`src/rtl/bw_alu_pkg.sv`:
```
// Shared types for the byte/word ALU: operation codes and status bit positions.
// Assumes a 4-bit operation field; codes above OP_XOR are undefined and ignored.
package bw_alu_pkg;

    typedef enum logic [3:0] {
        OP_ADD  = 4'd0,
        OP_ADDC = 4'd1,
        OP_SUB  = 4'd2,
        OP_SUBC = 4'd3,
        OP_CMP  = 4'd4,
        OP_AND  = 4'd5,
        OP_BIT  = 4'd6,
        OP_BIC  = 4'd7,
        OP_BIS  = 4'd8,
        OP_XOR  = 4'd9
    } alu_op_e;

    localparam int SR_C = 0;
    localparam int SR_Z = 1;
    localparam int SR_N = 2;
    localparam int SR_V = 8;

    localparam int CTRL_LO = 3;
    localparam int CTRL_HI = 7;

endpackage

```
`src/rtl/bw_alu_addsub.sv`:
```
// Adder/subtractor at byte or word width.
// When sub_i is set, B is inverted at the operand size before the add, so
// cin_i = 1 gives A-B and carry out 1 means no borrow. In byte mode the upper
// half of each operand is ignored and the upper half of the sum is zero.
// Assumes W is even.
module bw_alu_addsub #(
    parameter int W = 16
) (
    input  logic [W-1:0] a_i,
    input  logic [W-1:0] b_i,
    input  logic         byte_i,
    input  logic         sub_i,
    input  logic         cin_i,
    output logic [W-1:0] sum_o,
    output logic         cout_o,
    output logic         ovf_o
);
    localparam int H = W / 2;

    logic [W-1:0] a_m;
    logic [W-1:0] b_m;
    logic [W:0]   full;
    logic         sa, sb, sr;

    // Mask operands to the access size and invert B for subtraction.
    always_comb begin
        a_m = byte_i ? {{H{1'b0}}, a_i[H-1:0]} : a_i;
        if (sub_i)
            b_m = byte_i ? {{H{1'b0}}, ~b_i[H-1:0]} : ~b_i;
        else
            b_m = byte_i ? {{H{1'b0}}, b_i[H-1:0]} : b_i;
    end

    // Add with carry in; pick carry out and the sign bits at the access size.
    always_comb begin
        full   = {1'b0, a_m} + {1'b0, b_m} + {{W{1'b0}}, cin_i};
        sum_o  = byte_i ? {{H{1'b0}}, full[H-1:0]} : full[W-1:0];
        cout_o = byte_i ? full[H] : full[W];
        sa     = byte_i ? a_m[H-1]  : a_m[W-1];
        sb     = byte_i ? b_m[H-1]  : b_m[W-1];
        sr     = byte_i ? full[H-1] : full[W-1];
        ovf_o  = (sa == sb) && (sr != sa);
    end

endmodule

```
`src/rtl/bw_alu_logic.sv`:
```
// Bitwise unit: AND, clear (A & ~B), set (A | B) and XOR at byte or word width.
// Also reports whether both operands are negative at the access size; the XOR
// overflow flag uses this. Assumes W is even.
module bw_alu_logic #(
    parameter int W = 16
) (
    input  logic [W-1:0] a_i,
    input  logic [W-1:0] b_i,
    input  logic         byte_i,
    input  logic [1:0]   sel_i,
    output logic [W-1:0] res_o,
    output logic         both_neg_o
);
    localparam int H = W / 2;

    logic [W-1:0] raw;

    // Select the bitwise function.
    always_comb begin
        unique case (sel_i)
            2'd0:    raw = a_i & b_i;
            2'd1:    raw = a_i & ~b_i;
            2'd2:    raw = a_i | b_i;
            default: raw = a_i ^ b_i;
        endcase
    end

    // Clear the upper half in byte mode and test the operand signs.
    always_comb begin
        res_o      = byte_i ? {{H{1'b0}}, raw[H-1:0]} : raw;
        both_neg_o = byte_i ? (a_i[H-1] & b_i[H-1]) : (a_i[W-1] & b_i[W-1]);
    end

endmodule

```
`src/rtl/bw_alu.sv`:
```
// Byte/word ALU with a registered result and status word.
// Decodes the operation, runs the arithmetic or the logic unit and forms
// N/Z/C/V at the access size. On an edge where upd_i is high it loads the
// result (for operations that write one) and the status word. The status
// word takes its control and spare bits from sr_i. Assumes sr_i carries the
// current status, whose bit 0 is the carry-in.
module bw_alu #(
    parameter int W = 16
) (
    input  logic         clk,
    input  logic         rst_n,
    input  logic         upd_i,
    input  logic [3:0]   op_i,
    input  logic         byte_i,
    input  logic [W-1:0] opa_i,
    input  logic [W-1:0] opb_i,
    input  logic [W-1:0] sr_i,
    output logic [W-1:0] res_o,
    output logic [W-1:0] sr_o
);
    import bw_alu_pkg::*;

    localparam int H = W / 2;

    logic         is_arith, is_sub, cin;
    logic         writes, flags_upd, copy_sr;
    logic [1:0]   lsel;
    logic [W-1:0] asum, lres, res_n, sr_n;
    logic         acout, aovf, lneg2;
    logic         f_n, f_z, f_c, f_v;
    logic [W-1:0] res_q, sr_q;

    // Decode the operation into unit controls and update enables.
    always_comb begin
        is_arith  = 1'b0;
        is_sub    = 1'b0;
        cin       = 1'b0;
        writes    = 1'b0;
        flags_upd = 1'b0;
        copy_sr   = 1'b0;
        lsel      = 2'd0;
        case (op_i)
            OP_ADD:  begin is_arith = 1'b1; writes = 1'b1; flags_upd = 1'b1; end
            OP_ADDC: begin is_arith = 1'b1; cin = sr_i[SR_C]; writes = 1'b1; flags_upd = 1'b1; end
            OP_SUB:  begin is_arith = 1'b1; is_sub = 1'b1; cin = 1'b1; writes = 1'b1; flags_upd = 1'b1; end
            OP_SUBC: begin is_arith = 1'b1; is_sub = 1'b1; cin = sr_i[SR_C]; writes = 1'b1; flags_upd = 1'b1; end
            OP_CMP:  begin is_arith = 1'b1; is_sub = 1'b1; cin = 1'b1; flags_upd = 1'b1; end
            OP_AND:  begin lsel = 2'd0; writes = 1'b1; flags_upd = 1'b1; end
            OP_BIT:  begin lsel = 2'd0; flags_upd = 1'b1; end
            OP_BIC:  begin lsel = 2'd1; writes = 1'b1; copy_sr = 1'b1; end
            OP_BIS:  begin lsel = 2'd2; writes = 1'b1; copy_sr = 1'b1; end
            OP_XOR:  begin lsel = 2'd3; writes = 1'b1; flags_upd = 1'b1; end
            default: ;
        endcase
    end

    bw_alu_addsub #(.W(W)) addsub_i (
        .a_i    (opa_i),
        .b_i    (opb_i),
        .byte_i (byte_i),
        .sub_i  (is_sub),
        .cin_i  (cin),
        .sum_o  (asum),
        .cout_o (acout),
        .ovf_o  (aovf)
    );

    bw_alu_logic #(.W(W)) logic_i (
        .a_i        (opa_i),
        .b_i        (opb_i),
        .byte_i     (byte_i),
        .sel_i      (lsel),
        .res_o      (lres),
        .both_neg_o (lneg2)
    );

    // Pick the result and form the flags at the access size.
    always_comb begin
        res_n = is_arith ? asum : lres;
        f_n   = byte_i ? res_n[H-1] : res_n[W-1];
        f_z   = (res_n == '0);
        if (is_arith) begin
            f_c = acout;
            f_v = aovf;
        end else begin
            f_c = ~f_z;
            f_v = (op_i == OP_XOR) ? lneg2 : 1'b0;
        end
    end

    // Merge new flags into the incoming status word.
    always_comb begin
        sr_n       = sr_i;
        sr_n[SR_C] = f_c;
        sr_n[SR_Z] = f_z;
        sr_n[SR_N] = f_n;
        sr_n[SR_V] = f_v;
    end

    // Result and status registers with synchronous reset.
    always_ff @(posedge clk) begin
        if (!rst_n) begin
            res_q <= '0;
            sr_q  <= '0;
        end else if (upd_i) begin
            if (writes)
                res_q <= res_n;
            if (flags_upd)
                sr_q <= sr_n;
            else if (copy_sr)
                sr_q <= sr_i;
        end
    end

    assign res_o = res_q;
    assign sr_o  = sr_q;

    AST_RESET_CLEAR: assert property (@(posedge clk) !rst_n |=> (res_o == '0) && (sr_o == '0));
    AST_CMP_BIT_HOLD: assert property (@(posedge clk) disable iff (!rst_n)
        upd_i && (op_i == OP_CMP || op_i == OP_BIT) |=> $stable(res_o));
    AST_LOGIC_C_NOT_Z: assert property (@(posedge clk) disable iff (!rst_n)
        upd_i && (op_i == OP_AND || op_i == OP_BIT || op_i == OP_XOR) |=> sr_o[SR_C] == !sr_o[SR_Z]);
    AST_SETCLR_SR_COPY: assert property (@(posedge clk) disable iff (!rst_n)
        upd_i && (op_i == OP_BIC || op_i == OP_BIS) |=> sr_o == $past(sr_i));
    AST_BYTE_UPPER_ZERO: assert property (@(posedge clk) disable iff (!rst_n)
        upd_i && byte_i && (op_i <= OP_SUBC || (op_i >= OP_AND && op_i <= OP_XOR && op_i != OP_BIT))
        |=> res_o[W-1:H] == '0);
    AST_CTRL_PASS: assert property (@(posedge clk) disable iff (!rst_n)
        upd_i && op_i <= OP_XOR |=> sr_o[CTRL_HI:CTRL_LO] == $past(sr_i[CTRL_HI:CTRL_LO]));
    AST_NO_STROBE_HOLD: assert property (@(posedge clk) disable iff (!rst_n)
        !upd_i || op_i > OP_XOR |=> $stable(res_o) && $stable(sr_o));

endmodule

```
`config.mk`:
```
export PLATFORM = sky130hd
export DESIGN_NAME = bw_alu
export DESIGN_NICKNAME = d
export VERILOG_FILES = /design/src/rtl/bw_alu_pkg.sv /design/src/rtl/bw_alu_addsub.sv /design/src/rtl/bw_alu_logic.sv /design/src/rtl/bw_alu.sv
export SDC_FILE = /design/constraint.sdc
export NUM_CORES = 1
export LEC_CHECK = 0
export BUFFER_PORTS_ARGS = -buffer_cell sky130_fd_sc_hd__buf_2
export CAP_MARGIN = 20
export CORE_MARGIN = 2
export CORE_UTILIZATION = 50
export DETAILED_ROUTE_END_ITERATION = 7
export PLACE_DENSITY = 0.78
export SLEW_MARGIN = 20
export SYNTH_ARGS = -nofsm -noshare
export SYNTH_HDL_FRONTEND = slang
export SYNTH_HIERARCHICAL = 1
export SYNTH_SLANG_ARGS = --single-unit
```
`constraint.sdc`:
```
create_clock -name clk -period 3.9 [get_ports clk]
set_input_delay 0.195 -clock clk [delete_from_list [all_inputs] [get_ports clk]]
set_output_delay 0.195 -clock clk [all_outputs]
set_load 0.02 [all_outputs]
```
==> impl_metrics.tcl <==
set metrics [dict create \
    final-max-slew-violation-count 0 \
    post_synthesis_cell_area_sq_um 3890 \
    cts_hold_repair.buffers 0 \
    routedWlPerCell_um 14.9 \
    synthTopCellsByCount "49 x nand2_1, 45 x inv_1, 42 x nor2b_1" \
    report.final.setup_viol 0 \
    layout.nets 680 \
    chipWidth_um 92.2 \
    synth-main-ff-cell "dfxtp_1" \
    detailed_router_iteration_count_before_antenna_repair 5 \
    row_count 32 \
    pin_count 88 \
    max_slew_margin_pct 37.7 \
    critPathSlowestCell "fa_1" \
    yosys.area.top_type "dfxtp_1" \
    yosysWarnings 6 \
    synth_cells 515 \
    num_antenna_cells 0 \
    cts_inserted_buffers 5 \
    synth.distinct_cells 66 \
    drive_above_1_share_pct 23.6 \
    worst_path_dominant_cell_family "compound AO/OA/AOI/OAI gates" \
    fin_area_sq_um 4470 \
    number_of_antenna_violating_nets_in_the_routed_design 0 \
    areaGrowthSynthToFinish_pct 14.8 \
    setup_crit_path_kind "in2reg" \
    synth_edf_count 0 \
    placer_s_final_routability_congestion_estimate 0.916 \
    synth_async_sr_flop_share_pct 0 \
    timing.final.crit_period_ns 3.67 \
    seq_area_frac_synth_pct 16.5 \
    pre_cts_slack_ns -0.0741 \
    fin_crit_sh_pct 94.1 \
    max_freq_ghz 0.272 \
    cellLeakagePower_nw 2.05 \
    detail_route.drc_violations 0 \
    worst-path-max-fanout 16 \
    setup_slack_ns 0.229 \
    first_global_vias 3589 \
    design.core.area_sq_um 7650 \
    worstSetupEndpointType "register" \
    top_area_cells_in_the_synthesized_netlist "dfxtp_1 16%, ha_1 11%, xnor2_1 7.0%" \
    detail_route.iter0.violations 227 \
    drv.max_cap_violation_count 0 \
    post_cts_buffers 0 \
    number_of_buffers_and_inverters_on_the_critical_path 3 \
    synth.ff_latch_count 32 \
    port_bufs 87 \
    cp-start-kind "input port" \
    run_status "finished clean" \
    crit_required_ns 4.10 \
    slew_of_the_pin_with_the_lowest_slew_margin_ns 0.934 \
    cts_max_level 2 \
    syn-num-nets 606 \
    maximum_cell_stage_delay_along_the_critical_path_ns 0.38 \
    cp_cell_sequence "buf_2 > nand2b_1 > or2_2 > a21oi_2 > buf_12 > xnor2_1 > fa_1 > inv_1 > fa_1 > a211oi_2 > o21ai_1 > nand2_1 > o31ai_2 > a31oi_1 > mux2_2 > nor4_1 > nand4_1 > mux2_2 > o22ai_1" \
    cts_buffer_depth 2 \
    clock_latency_ns 0.29 \
    timing_hold_violations_final 0 \
    design.die.area_sq_um 8500 \
    tritoncts_num_sinks 32 \
    cts.root.buffer_cell "clkbuf_8" \
    grt_util_all_layers_pct 24.0 \
    path_clk_slew_ns 0.06 \
    synthMostInstantiatedCell "nand2_1" \
    dr_total_vias 3888 \
    post_dp_cell_area_sq_um 4320 \
    synth_area_per_cell_sq_um 7.55 \
    min-delay-path-class "in2reg" \
    grt_antenna_before_repair 0 \
    power.density_cell_area_nw_per_um2 282 \
    postCtsResizedCells 0 \
    die_h_um 92.2 \
    avgViaCountPerCell 5.62 \
    crit_arrival_ns 3.87 \
    synthDominantCellAreaShare_pct 16.5 \
    cts_tree "yes" \
    grt_max_degree 49 \
    fin_setup_tns_ns 0 \
    finalPower_mw 1.26 \
    post-dp-hpwl_um 8100 \
    wl_um 10300 \
    rrSetupSlack_ns 3.14 \
    initial_core_util_pct 50.9 \
    n_fill_cell 729 \
    grt_pass1_wl_um 16800 \
    skew_ns 0 \
    grt_overflow 0 \
    maximum_vdd_ir_drop_mv 0.145 \
    rsz0062_at_grt "false" \
]
[cells by family after synthesis]
group	after synthesis	synth area share (%)
XOR/XNOR	41	9.23
adder cells (fa/ha/maj)	35	11.6
multiplexers	6	1.64
AND/OR/NAND/NOR	195	26.8
flip-flops	32	16.5
buffers and inverters	78	10.6
AO/OA/AOI/OAI	128	23.6
[layout make-up]
type | instances | area, sq um | area share, %
clock buffer | 7 | 96.3 | 2.16
clock inverter | 1 | 30.0 | 0.672
inverter | 45 | 169 | 3.78
multi-input combinational | 405 | 2860 | 64.0
sequential | 32 | 641 | 14.3
tap | 102 | 128 | 2.86
timing repair buffer | 100 | 546 | 12.2
[final timing paths]
kind | from | to | depth (start not counted)
setup / recovery | op_i[2] | sr_o[1] | 19
hold / removal | sr_i[6] | sr_o[6] | 3
setup reg to reg | res_o[5] | res_o[5] | 2
hold reg to reg | sr_o[5] | sr_o[5] | 2
[worst reg2reg max path: stages (launching register included)]
cell and delay (ns):
dfxtp_1 0.35, nor2_1 0.05, a311oi_1 0.26
[power by group]
part	internal [mW]	leakage, nW	switching [mW]	total, mW
Combinational	0.226	1.72	0.328	0.554
Sequential	0.349	0.263	0.0110	0.360
Clock	0.225	0.0645	0.120	0.345
[stage by stage]
stage	util, %	hold WS (ns)	instances
finish	58.4	0.147	692
detailed placement	56.5	0.443	684
CTS	58.2	0.138	692
floorplan	-	0.331	515
global route	58.4	0.149	692
global placement	56.5	0.437	684
[layer usage]
metal,track usage (%),wire length [um]
met5,0,0
met1,32.0,4870
met2,41.7,4780
met3,2.30,511
met4,5.85,117
[registers in the layout, summed over array words and instances (netlist names)]
| signal | flops |
|---|---|
| sr_o | 16 |
| res_o | 16 |
[cell usage in the layout, fill, tap and decap left out, types with 2 or more instances in the layout]
master,count
a211oi_1,3
a211oi_2,2
a21o_1,9
a21oi_1,22
a21oi_2,2
a2bb2oi_1,2
a311oi_1,15
a31oi_1,6
and2_1,3
and4_1,2
buf_2,87
buf_4,12
clkbuf_8,7
dfxtp_1,32
fa_1,2
ha_1,33
inv_1,45
mux2_2,3
mux2i_1,3
nand2_1,49
nand2b_1,14
nand3_1,5
nand3b_1,3
nand4_1,4
nor2_1,41
nor2b_1,42
nor3_1,3
nor4_1,9
o21a_1,4
o21ai_0,22
o21ai_1,5
o21ai_2,2
o32ai_1,16
or2_2,3
or3b_2,7
xnor2_1,31
xor2_1,10
Note: power is estimated with default switching activity, not from simulation.
